**config.mk**
```make
export PLATFORM = sky130hd
export DESIGN_NAME = cal_rtc
export DESIGN_NICKNAME = d
export VERILOG_FILES = /design/src/rtl/cal_rtc_pkg.sv /design/src/rtl/cal_rtc_dpath.sv /design/src/rtl/cal_rtc_ctrl.sv /design/src/rtl/cal_rtc.sv
export SDC_FILE = /design/constraint.sdc
export NUM_CORES = 1
export LEC_CHECK = 0
export ABC_AREA = 1
export BUFFER_PORTS_ARGS = -buffer_cell sky130_fd_sc_hd__buf_2
export CAP_MARGIN = 15
export CORE_MARGIN = 5
export CORE_UTILIZATION = 40
export DETAILED_ROUTE_END_ITERATION = 10
export GPL_ROUTABILITY_DRIVEN = 0
export HOLD_SLACK_MARGIN = 0.1
export PLACE_DENSITY = 0.6
export SYNTH_ARGS = -nofsm -noshare
export SYNTH_HDL_FRONTEND = slang
export SYNTH_SLANG_ARGS = --single-unit
```
**constraint.sdc**
```tcl
create_clock -name clk -period 4.9 [get_ports clk]
set_input_delay 0.98 -clock clk [delete_from_list [all_inputs] [get_ports clk]]
set_output_delay 0.98 -clock clk [all_outputs]
set_load 0.05 [all_outputs]
```
**src/rtl/cal_rtc_pkg.sv**
```systemverilog
`timescale 1ns/1ps
package cal_rtc_pkg;
  // register offsets
  localparam logic [7:0] A_DATA   = 8'h00;
  localparam logic [7:0] A_MATCH  = 8'h04;
  localparam logic [7:0] A_LOAD   = 8'h08;
  localparam logic [7:0] A_CTRL   = 8'h0C;
  localparam logic [7:0] A_MASK   = 8'h10;
  localparam logic [7:0] A_RAW    = 8'h14;
  localparam logic [7:0] A_MIS    = 8'h18;
  localparam logic [7:0] A_CLR    = 8'h1C;
  localparam logic [7:0] A_TCNT   = 8'h20;
  localparam logic [7:0] A_TLOAD  = 8'h24;
  localparam logic [7:0] A_TCTRL  = 8'h28;
  localparam logic [7:0] A_YEAR   = 8'h30;
  localparam logic [7:0] A_YMATCH = 8'h34;
  localparam logic [7:0] A_YLOAD  = 8'h38;

  localparam int CW_BIT    = 26;
  localparam int TEN_BIT   = 1;
  localparam int IRQ_N     = 2;
  localparam int IRQ_ALARM = 0;
  localparam int IRQ_PER   = 1;
  localparam int CAL_W     = 29;

  // packed calendar fields, msb first, matches the register layout
  typedef struct packed {
    logic [3:0] mon;
    logic [4:0] mday;
    logic [2:0] wday;
    logic [4:0] hour;
    logic [5:0] min;
    logic [5:0] sec;
  } calFields_t;

  // control -> datapath strobes
  typedef struct packed {
    logic calLoad;
    logic yearLoad;
    logic tmrStart;
    logic cwEn;
    logic tmrEn;
  } strobe_t;

  localparam logic [31:0] CAL_RESET  = 32'h021E_0000;
  localparam logic [15:0] YEAR_RESET = 16'h2000;
endpackage

```
**src/rtl/cal_rtc_dpath.sv**
```systemverilog
`timescale 1ns/1ps
module cal_rtc_dpath
  import cal_rtc_pkg::*;
#(
  parameter int TMR_W         = 16,
  parameter int TICKS_PER_SEC = 32768
) (
  input  logic             clk,
  input  logic             rstN,
  input  logic             tickEn,
  input  strobe_t          strb,
  input  logic [31:0]      wData,
  input  logic [TMR_W-1:0] tmrLoad,
  output logic [31:0]      calWord,
  output logic [15:0]      yearWord,
  output logic [TMR_W-1:0] tmrCount,
  output logic             tmrWrap
);
  localparam int PRE_W = $clog2(TICKS_PER_SEC + 1);

  logic [PRE_W-1:0] preCnt;
  logic             secStep;
  calFields_t       cur;
  calFields_t       nxt;
  logic             yearCarry;
  logic [6:0]       yyBin;
  logic [6:0]       ccBin;
  logic             leapYear;
  logic [4:0]       monthDays;
  logic [8:0]       loInc;
  logic [8:0]       hiInc;

  function automatic logic [8:0] bcdInc(input logic [7:0] v);
    logic [8:0] r;
    if (v[3:0] >= 4'd9) begin
      if (v[7:4] >= 4'd9) r = {1'b1, 8'h00};
      else                r = {1'b0, v[7:4] + 4'd1, 4'd0};
    end else begin
      r = {1'b0, v[7:4], v[3:0] + 4'd1};
    end
    return r;
  endfunction

  // one-second prescaler on the tick enable
  assign secStep = strb.cwEn && tickEn && (preCnt == PRE_W'(TICKS_PER_SEC - 1));

  always_ff @(posedge clk) begin
    if (!rstN) preCnt <= '0;
    else if (strb.calLoad) preCnt <= '0;
    else if (strb.cwEn && tickEn) preCnt <= secStep ? '0 : preCnt + PRE_W'(1);
  end

  // leap-year rule from the BCD year
  always_comb begin
    yyBin    = 7'(yearWord[7:4]) * 7'd10 + 7'(yearWord[3:0]);
    ccBin    = 7'(yearWord[15:12]) * 7'd10 + 7'(yearWord[11:8]);
    leapYear = (yyBin[1:0] == 2'd0) && ((yyBin != 7'd0) || (ccBin[1:0] == 2'd0));
  end

  always_comb begin
    cur = calFields_t'(calWord[CAL_W-1:0]);
    case (cur.mon)
      4'd2:                      monthDays = leapYear ? 5'd29 : 5'd28;
      4'd4, 4'd6, 4'd9, 4'd11:   monthDays = 5'd30;
      default:                   monthDays = 5'd31;
    endcase
  end

  // rollover chain
  always_comb begin
    nxt       = cur;
    yearCarry = 1'b0;
    if (cur.sec >= 6'd59) begin
      nxt.sec = '0;
      if (cur.min >= 6'd59) begin
        nxt.min = '0;
        if (cur.hour >= 5'd23) begin
          nxt.hour = '0;
          nxt.wday = (cur.wday >= 3'd7) ? 3'd1 : cur.wday + 3'd1;
          if (cur.mday >= monthDays) begin
            nxt.mday = 5'd1;
            if (cur.mon >= 4'd12) begin
              nxt.mon   = 4'd1;
              yearCarry = 1'b1;
            end else begin
              nxt.mon = cur.mon + 4'd1;
            end
          end else begin
            nxt.mday = cur.mday + 5'd1;
          end
        end else begin
          nxt.hour = cur.hour + 5'd1;
        end
      end else begin
        nxt.min = cur.min + 6'd1;
      end
    end else begin
      nxt.sec = cur.sec + 6'd1;
    end
  end

  always_comb begin
    loInc = bcdInc(yearWord[7:0]);
    hiInc = bcdInc(yearWord[15:8]);
  end

  always_ff @(posedge clk) begin
    if (!rstN) begin
      calWord <= CAL_RESET;
    end else if (strb.calLoad) begin
      calWord <= wData;
    end else if (secStep) begin
      calWord <= {calWord[31:CAL_W], nxt};
    end
  end

  always_ff @(posedge clk) begin
    if (!rstN) begin
      yearWord <= YEAR_RESET;
    end else if (strb.yearLoad) begin
      yearWord <= wData[15:0];
    end else if (secStep && yearCarry) begin
      yearWord <= {loInc[8] ? hiInc[7:0] : yearWord[15:8], loInc[7:0]};
    end
  end

  // periodic down-counter
  assign tmrWrap = strb.tmrEn && tickEn && (tmrCount <= TMR_W'(1));

  always_ff @(posedge clk) begin
    if (!rstN) tmrCount <= '0;
    else if (strb.tmrStart) tmrCount <= tmrLoad;
    else if (strb.tmrEn && tickEn) tmrCount <= tmrWrap ? tmrLoad : tmrCount - TMR_W'(1);
  end
endmodule

```
**src/rtl/cal_rtc_ctrl.sv**
```systemverilog
`timescale 1ns/1ps
module cal_rtc_ctrl
  import cal_rtc_pkg::*;
#(
  parameter int ADDR_W = 8,
  parameter int TMR_W  = 16
) (
  input  logic              clk,
  input  logic              rstN,
  input  logic              regWrEn,
  input  logic [ADDR_W-1:0] regAddr,
  input  logic [31:0]       regWData,
  input  logic [31:0]       calWord,
  input  logic [15:0]       yearWord,
  input  logic [TMR_W-1:0]  tmrCount,
  input  logic              tmrWrap,
  output strobe_t           strb,
  output logic [TMR_W-1:0]  tmrLoad,
  output logic [IRQ_N-1:0]  maskBits,
  output logic [IRQ_N-1:0]  rawBits,
  output logic [31:0]       regRData,
  output logic              irqOut
);
  logic              cwEnR;
  logic              tmrEnR;
  logic [31:0]       matchWord;
  logic [15:0]       yearMatch;
  logic              eqNow;
  logic              eqPrev;
  logic [IRQ_N-1:0]  setBits;
  logic [IRQ_N-1:0]  clrBits;
  logic [IRQ_N-1:0]  rawNext;
  logic [IRQ_N-1:0]  misBits;

  logic wrMatch, wrLoad, wrCtrl, wrMask, wrClr, wrTLoad, wrTCtrl, wrYMatch, wrYLoad;

  always_comb begin
    wrMatch  = regWrEn && (regAddr == ADDR_W'(A_MATCH));
    wrLoad   = regWrEn && (regAddr == ADDR_W'(A_LOAD));
    wrCtrl   = regWrEn && (regAddr == ADDR_W'(A_CTRL));
    wrMask   = regWrEn && (regAddr == ADDR_W'(A_MASK));
    wrClr    = regWrEn && (regAddr == ADDR_W'(A_CLR));
    wrTLoad  = regWrEn && (regAddr == ADDR_W'(A_TLOAD));
    wrTCtrl  = regWrEn && (regAddr == ADDR_W'(A_TCTRL));
    wrYMatch = regWrEn && (regAddr == ADDR_W'(A_YMATCH));
    wrYLoad  = regWrEn && (regAddr == ADDR_W'(A_YLOAD));
  end

  always_comb begin
    strb.calLoad  = wrLoad;
    strb.yearLoad = wrYLoad;
    strb.tmrStart = wrTCtrl && regWData[TEN_BIT] && !tmrEnR;
    strb.cwEn     = cwEnR;
    strb.tmrEn    = tmrEnR;
  end

  // alarm fires on the first cycle of equality
  assign eqNow = (calWord == matchWord) && (yearWord == yearMatch);

  always_comb begin
    setBits            = '0;
    setBits[IRQ_ALARM] = eqNow && !eqPrev;
    setBits[IRQ_PER]   = tmrWrap;
    clrBits            = wrClr ? regWData[IRQ_N-1:0] : '0;
    rawNext            = (rawBits & ~clrBits) | setBits;
  end

  always_ff @(posedge clk) begin
    if (!rstN) begin
      cwEnR     <= 1'b0;
      tmrEnR    <= 1'b0;
      matchWord <= '0;
      yearMatch <= '0;
      maskBits  <= '0;
      rawBits   <= '0;
      tmrLoad   <= '0;
      eqPrev    <= 1'b0;
    end else begin
      if (wrCtrl)             cwEnR     <= regWData[CW_BIT];
      if (wrTCtrl)            tmrEnR    <= regWData[TEN_BIT];
      if (wrMatch)            matchWord <= regWData;
      if (wrYMatch)           yearMatch <= regWData[15:0];
      if (wrMask)             maskBits  <= regWData[IRQ_N-1:0];
      if (wrTLoad && !tmrEnR) tmrLoad   <= regWData[TMR_W-1:0];
      eqPrev  <= eqNow;
      rawBits <= rawNext;
    end
  end

  assign misBits = rawBits & maskBits;
  assign irqOut  = |misBits;

  always_comb begin
    regRData = '0;
    case (regAddr)
      ADDR_W'(A_DATA), ADDR_W'(A_LOAD):  regRData = calWord;
      ADDR_W'(A_MATCH):                  regRData = matchWord;
      ADDR_W'(A_CTRL):                   regRData[CW_BIT] = cwEnR;
      ADDR_W'(A_MASK):                   regRData[IRQ_N-1:0] = maskBits;
      ADDR_W'(A_RAW):                    regRData[IRQ_N-1:0] = rawBits;
      ADDR_W'(A_MIS):                    regRData[IRQ_N-1:0] = misBits;
      ADDR_W'(A_TCNT):                   regRData[TMR_W-1:0] = tmrCount;
      ADDR_W'(A_TLOAD):                  regRData[TMR_W-1:0] = tmrLoad;
      ADDR_W'(A_TCTRL):                  regRData[TEN_BIT] = tmrEnR;
      ADDR_W'(A_YEAR), ADDR_W'(A_YLOAD): regRData[15:0] = yearWord;
      ADDR_W'(A_YMATCH):                 regRData[15:0] = yearMatch;
      default:                           regRData = '0;
    endcase
  end
endmodule

```
**src/rtl/cal_rtc.sv**
```systemverilog
`timescale 1ns/1ps
module cal_rtc
  import cal_rtc_pkg::*;
#(
  parameter int ADDR_W        = 8,
  parameter int TMR_W         = 16,
  parameter int TICKS_PER_SEC = 32768
) (
  input  logic              clk,
  input  logic              rstN,
  input  logic              regWrEn,
  input  logic [ADDR_W-1:0] regAddr,
  input  logic [31:0]       regWData,
  output logic [31:0]       regRData,
  input  logic              tickEn,
  output logic              irqOut
);
  strobe_t           strb;
  logic [31:0]       calWord;
  logic [15:0]       yearWord;
  logic [TMR_W-1:0]  tmrCount;
  logic [TMR_W-1:0]  tmrLoad;
  logic              tmrWrap;
  logic [IRQ_N-1:0]  maskBits;
  logic [IRQ_N-1:0]  rawBits;

  cal_rtc_ctrl #(.ADDR_W(ADDR_W), .TMR_W(TMR_W)) u_ctrl (
    .clk(clk), .rstN(rstN), .regWrEn(regWrEn), .regAddr(regAddr),
    .regWData(regWData), .calWord(calWord), .yearWord(yearWord),
    .tmrCount(tmrCount), .tmrWrap(tmrWrap), .strb(strb), .tmrLoad(tmrLoad),
    .maskBits(maskBits), .rawBits(rawBits), .regRData(regRData), .irqOut(irqOut)
  );

  cal_rtc_dpath #(.TMR_W(TMR_W), .TICKS_PER_SEC(TICKS_PER_SEC)) u_dpath (
    .clk(clk), .rstN(rstN), .tickEn(tickEn), .strb(strb), .wData(regWData),
    .tmrLoad(tmrLoad), .calWord(calWord), .yearWord(yearWord),
    .tmrCount(tmrCount), .tmrWrap(tmrWrap)
  );
endmodule

```
### Word level (Yosys, flattened, before mapping)

Cells that the tools add are included.

| cells by class | value |
|---|---|
| add/subtract/negate cells | 14 |
| multiply operators | 2 |
| magnitude comparators | 11 |
| equality and inequality tests | 21 |
| muxes and demuxes | 37 |
| bitwise operators | 5 |
| reduce and logical (&&, ||, !) cells | 49 |

Operators with widths:

| operator | number |
|---|---|
| 16-bit two-way mux | 6 |
| 14-bit case mux with 6 select lines | 1 |
| 8-bit by 6-bit == test with 1-bit output, second input constant | 6 |
| 32-bit == test | 1 |
| 8-bit by 5-bit == test with 1-bit output, second input constant | 4 |
| 32-bit two-way mux | 1 |
| 29-bit two-way mux | 1 |
| 8-bit two-way mux | 3 |
| 23-bit two-way mux | 1 |
| 4-bit by 1-bit adder with 4-bit output, second input constant | 5 |
| 4-bit greater-or-equal comparator, second input constant | 5 |
| 1-bit logical AND | 20 |
| 10-bit case mux with 2 select lines | 1 |
| 5-bit case mux with 2 select lines | 2 |
| 2-bit nonzero test | 10 |
| 9-bit two-way mux | 2 |
| 17-bit two-way mux | 1 |
| 16-bit by 1-bit adder with 16-bit output, second input constant | 1 |
| 16-bit by 15-bit == test with 1-bit output, second input constant | 1 |
| 16-bit == test | 1 |
| 8-bit by 4-bit == test with 1-bit output, second input constant | 2 |
| 16-bit by 1-bit <= comparator with 1-bit output, second input constant | 1 |
| 16-bit by 1-bit subtractor with 16-bit output, second input constant | 1 |
| 6-bit by 1-bit adder with 6-bit output, second input constant | 2 |
| 39 further kinds | 60 |

| word-level totals | value |
|---|---|
| register bits | 151 |
| output and inout bits | 33 |

### Depth between registers and ports, before layout

| logic depth | value |
|---|---|
| depth after elaboration | 15 |
| depth in mapped cells | 22 |

### Cells and area by module

From an unflattened synthesis, not the netlist that was laid out.

| unflattened totals | value |
|---|---|
| cells, all modules | 1491 |
| area, all modules | 9500.4 um^2 |

By module, submodules not included:

| module | times used | cells an instance | area each (um^2) | seq. area each (um^2) |
|---|---|---|---|---|
| cal_rtc_dpath | 1 | 792 | 5192.5 | 1601.5 |
| cal_rtc_ctrl | 1 | 699 | 4307.9 | 1421.4 |

### Worst setup path after synthesis

No wires, ideal clock.

| timing path | value |
|---|---|
| path type | input-to-output |
| from | input port regAddr[6] |
| to | output port regRData[20] |
| arrival | 2.853 ns |
| required time | 3.920 ns |
| path slack | 1.067 ns |
| cell stages on the path | 6 |
| buffers on the path | 1 |
| cells stage by stage | inv_1 -> nand2_1 -> nor2_4 -> nand2_1 -> clkbuf_1 -> o21ai_0 |

| on the way | value |
|---|---|
| longest elaborated chain between the ends | 3 |

Ends and longest elaborated chain:

| what | RTL line | text |
|---|---|---|
| start, declared | cal_rtc.sv:12 | `input logic [ADDR_W-1:0] regAddr,` |
| 8-bit by 4-bit == test with 1-bit output or 8-bit logical NOT (tied branches) | cal_rtc_ctrl.sv:95 | `case (regAddr)` |
| 2-bit OR reduction | cal_rtc_ctrl.sv:95 |  |
| 10-bit case mux with 2 select lines * | cal_rtc_ctrl.sv:95 |  |
| end, declared | cal_rtc.sv:14 | `output logic [31:0] regRData,` |

Mark *: on every way between the ends. The rest lies on a longest branch, timed or not.

### Worst setup path after layout

| timing path | value |
|---|---|
| from | input port regAddr[1] |
| to | output port regRData[6] |

| on the way | value |
|---|---|
| longest elaborated chain between the ends | 3 |

Ends and longest elaborated chain:

| what | RTL line |
|---|---|
| 8-bit by 6-bit == test with 1-bit output, or another cell as far along | cal_rtc_ctrl.sv:95 |
| 2-bit OR reduction | cal_rtc_ctrl.sv:95 |
| 14-bit case mux with 6 select lines * | cal_rtc_ctrl.sv:95 |

Marks and branches as above.

==> flow_metrics.tcl <==
set metrics [dict create \
    status "completed" \
    yosys_most_used_dff "dfxtp_1" \
    crit_fanout 13 \
    cts.path.max_buffers 2 \
    htree_levels 4 \
    finalSetupTns_ns 0 \
    start_util_pct 40.14 \
    numCtsBuffers 17 \
    grt_pass1_vias 8993 \
    synth_most_common_cell "nand2_1" \
    grt_max_degree 72 \
    cts-root-buf "clkbuf_16" \
    die_w_um 162.8 \
    clock_latency_ns 0.43 \
    drt_wl_total_mm 32.63 \
    slew_headroom_pct 32.33 \
    coreArea_um2 23260 \
    path_clk_slew_ns 0.07 \
    ant_nets 0 \
    drc 0 \
    io_buffers 76 \
    ys_top_cells_by_count "nand2_1 (245), inv_1 (181), dfxtp_1 (151), a21oi_1 (134), nor2_1 (132)" \
    synth.top_cell.area_share_pct 32.37 \
    layout_min_cycle_time_ns 3.778 \
    synth_top_family_by_area "simple AND/OR/NAND/NOR gates" \
    final_nets 1515 \
    grt_pass1_wl_mm 50.59 \
    grt_util_all_layers_pct 24.47 \
    path_class "in -> out" \
    rsz0062_at_grt "false" \
    cts_tree "yes" \
    netlist_area_um2 9338 \
    power.total_uw 2656 \
    dieArea_um2 26500 \
    cts.sinks 151 \
    ir_worst_vdd_uv 197.9 \
    drtIter0Drc 1102 \
    die_h_um 162.8 \
    vias 9653 \
    final_area_um2 10540 \
    power_density_nw_per_um2 251.9 \
    dpl.hpwl_mm 24.42 \
    synth_edf_count 0 \
    cts_resized 0 \
    leakagePower_uw 0.004396 \
    ios 77 \
    placed_area_um2 9933 \
    via_per_inst 5.457 \
    hold_violations 0 \
    finClkSkew_ns 0.01099 \
    dr.pass1.iters 6 \
    grt_remaining_overflow 0 \
    synth_area_leaders "dfxtp_1 (32%), nand2_1 (9.8%), inv_1 (7.3%)" \
    syn-mean-instance-area_um2 6.747 \
    final.period_utilization_pct 77.11 \
    ys_seq_area_share_pct 32.37 \
    report.final.slew_viol_count 0 \
    route.detailed.wl_per_inst_um 18.44 \
    synthMuxAreaShare_pct 0 \
    yosys.area_share.simple_pct 26.22 \
    syn_nets 1463 \
    synth_cell_type_count 50 \
    syn_inst 1384 \
    drv_cap 0 \
    fmax_mhz 264.7 \
    fin_hold_ws_ns 0.4689 \
    area_delta_synth_final_pct 12.92 \
    fp-row-count 56 \
    setup_viol 0 \
    async_flop_share_pct 0 \
    hp-class "reg -> reg" \
    synth-adder-area-share_pct 4.851 \
    cts_setup_buffers 0 \
    cp.arrival_ns 2.80 \
    synth_compound_area_share_pct 22.16 \
    hold_buffers 0 \
    ys_ff_latch 151 \
    worst_setup_path_start_kind "primary input" \
    required_ns 3.92 \
    antenna_found_initial 1 \
    drive_gt1_share_pct 11.18 \
    synth_xor_area_share_pct 4.221 \
    synth_top_area_cell "dfxtp_1" \
    yosys_warnings 0 \
    worst_pin_slew_ns 1.013 \
    end_kind "primary output" \
]
-- path summary, 6_finish.rpt --
check | startpoint | to | slack [ns] | cells after the start
setup / recovery | regAddr[1] | regRData[6] | 1.12 | 9
hold / removal | u_dpath.preCnt[7] | u_dpath.preCnt[7] | 0.47 | 2
setup reg to reg | u_dpath.yearWord[5] | u_dpath.yearWord[13] | 1.16 | 20
hold reg to reg | u_dpath.preCnt[7] | u_dpath.preCnt[7] | 0.47 | 2
-- cell type report --
type | instances | area, um2
repair buffers | 84 | 460.4
diodes | 1 | 2.502
fillers | 2498 | 12720
multi-input cells | 992 | 5365
flip-flops and latches | 151 | 3023
well taps | 319 | 399.1
inverters | 190 | 713.2
clock inverters | 12 | 113.9
clock buffers | 20 | 466.7
-- state kept, by name (all words and copies together), names as in the netlist --
register	flops
u_ctrl.maskBits	2
u_ctrl.eqPrev	1
u_ctrl.yearMatch	16
u_dpath.preCnt	16
u_dpath.tmrCount	16
u_ctrl.tmrLoad	16
u_ctrl.tmrEnR	1
u_ctrl.matchWord	32
u_dpath.calWord	32
u_dpath.yearWord	16
u_ctrl.rawBits	2
u_ctrl.cwEnR	1
-- cell usage in the layout, fill, tap and decap left out, types with 8 or more instances in the layout --
| cell | n |
|---|---|
| nand2_2 | 9 |
| dfxtp_1 | 151 |
| ha_1 | 33 |
| clkbuf_16 | 17 |
| a31oi_1 | 8 |
| a21oi_1 | 134 |
| inv_2 | 8 |
| buf_2 | 76 |
| inv_1 | 181 |
| nor3_1 | 13 |
| xnor2_1 | 11 |
| o21ai_0 | 125 |
| nand4_1 | 27 |
| xor2_1 | 34 |
| nand2_1 | 245 |
| nor2_1 | 132 |
| o22ai_1 | 73 |
| nand3_1 | 79 |
-- critical path: stages --
cell       delay (ns)
buf_2            0.10
inv_1            0.06
nand2_2          0.10
nor3_4           0.26
nand2_1          0.39
inv_1            0.33
nand2_1          0.08
o2111ai_1        0.16
buf_2            0.33
-- where the power goes --
group | leakage, uW | internal, uW | switching, uW
sequential | 0.00122 | 1230 | 1.57
clock | 0.000288 | 747 | 567
combinational | 0.00289 | 31.1 | 80.8
-- logic make-up (layout without fill, tap and decap cells) --
family	count (synthesis)	after routing
adders and majority gates	35	35
and+or+nand+nor	540	540
xor gates and xnor gates	45	45
DFF	151	151
buffers and inverters	241	306
other	0	1
AOI/OAI and AO/OA	372	372
-- per-stage QoR --
| step | util, % | worst slack (ns) | std cells |
|---|---|---|---|
| floorplan | - | 1.067 | 1384 |
| global placement | 42.70 | 1.212 | 1735 |
| detailed placement | 42.70 | 1.161 | 1735 |
| CTS | 45.20 | 1.156 | 1767 |
| global route | 45.32 | 0.9648 | 1768 |
| finish | 45.33 | 1.122 | 1769 |
-- layer usage --
layer / GRT usage, % / routed length [um] / vias to the layer above
met5: 0 / 0 / -
met1: 33.24 / 14220 / 4426
met4: 9.874 / 1082 / 0
met2: 38.15 / 14640 / 411
li1: - / - / 4749
met3: 4.910 / 2680 / 67
Note: power is estimated with default switching activity, not from simulation.
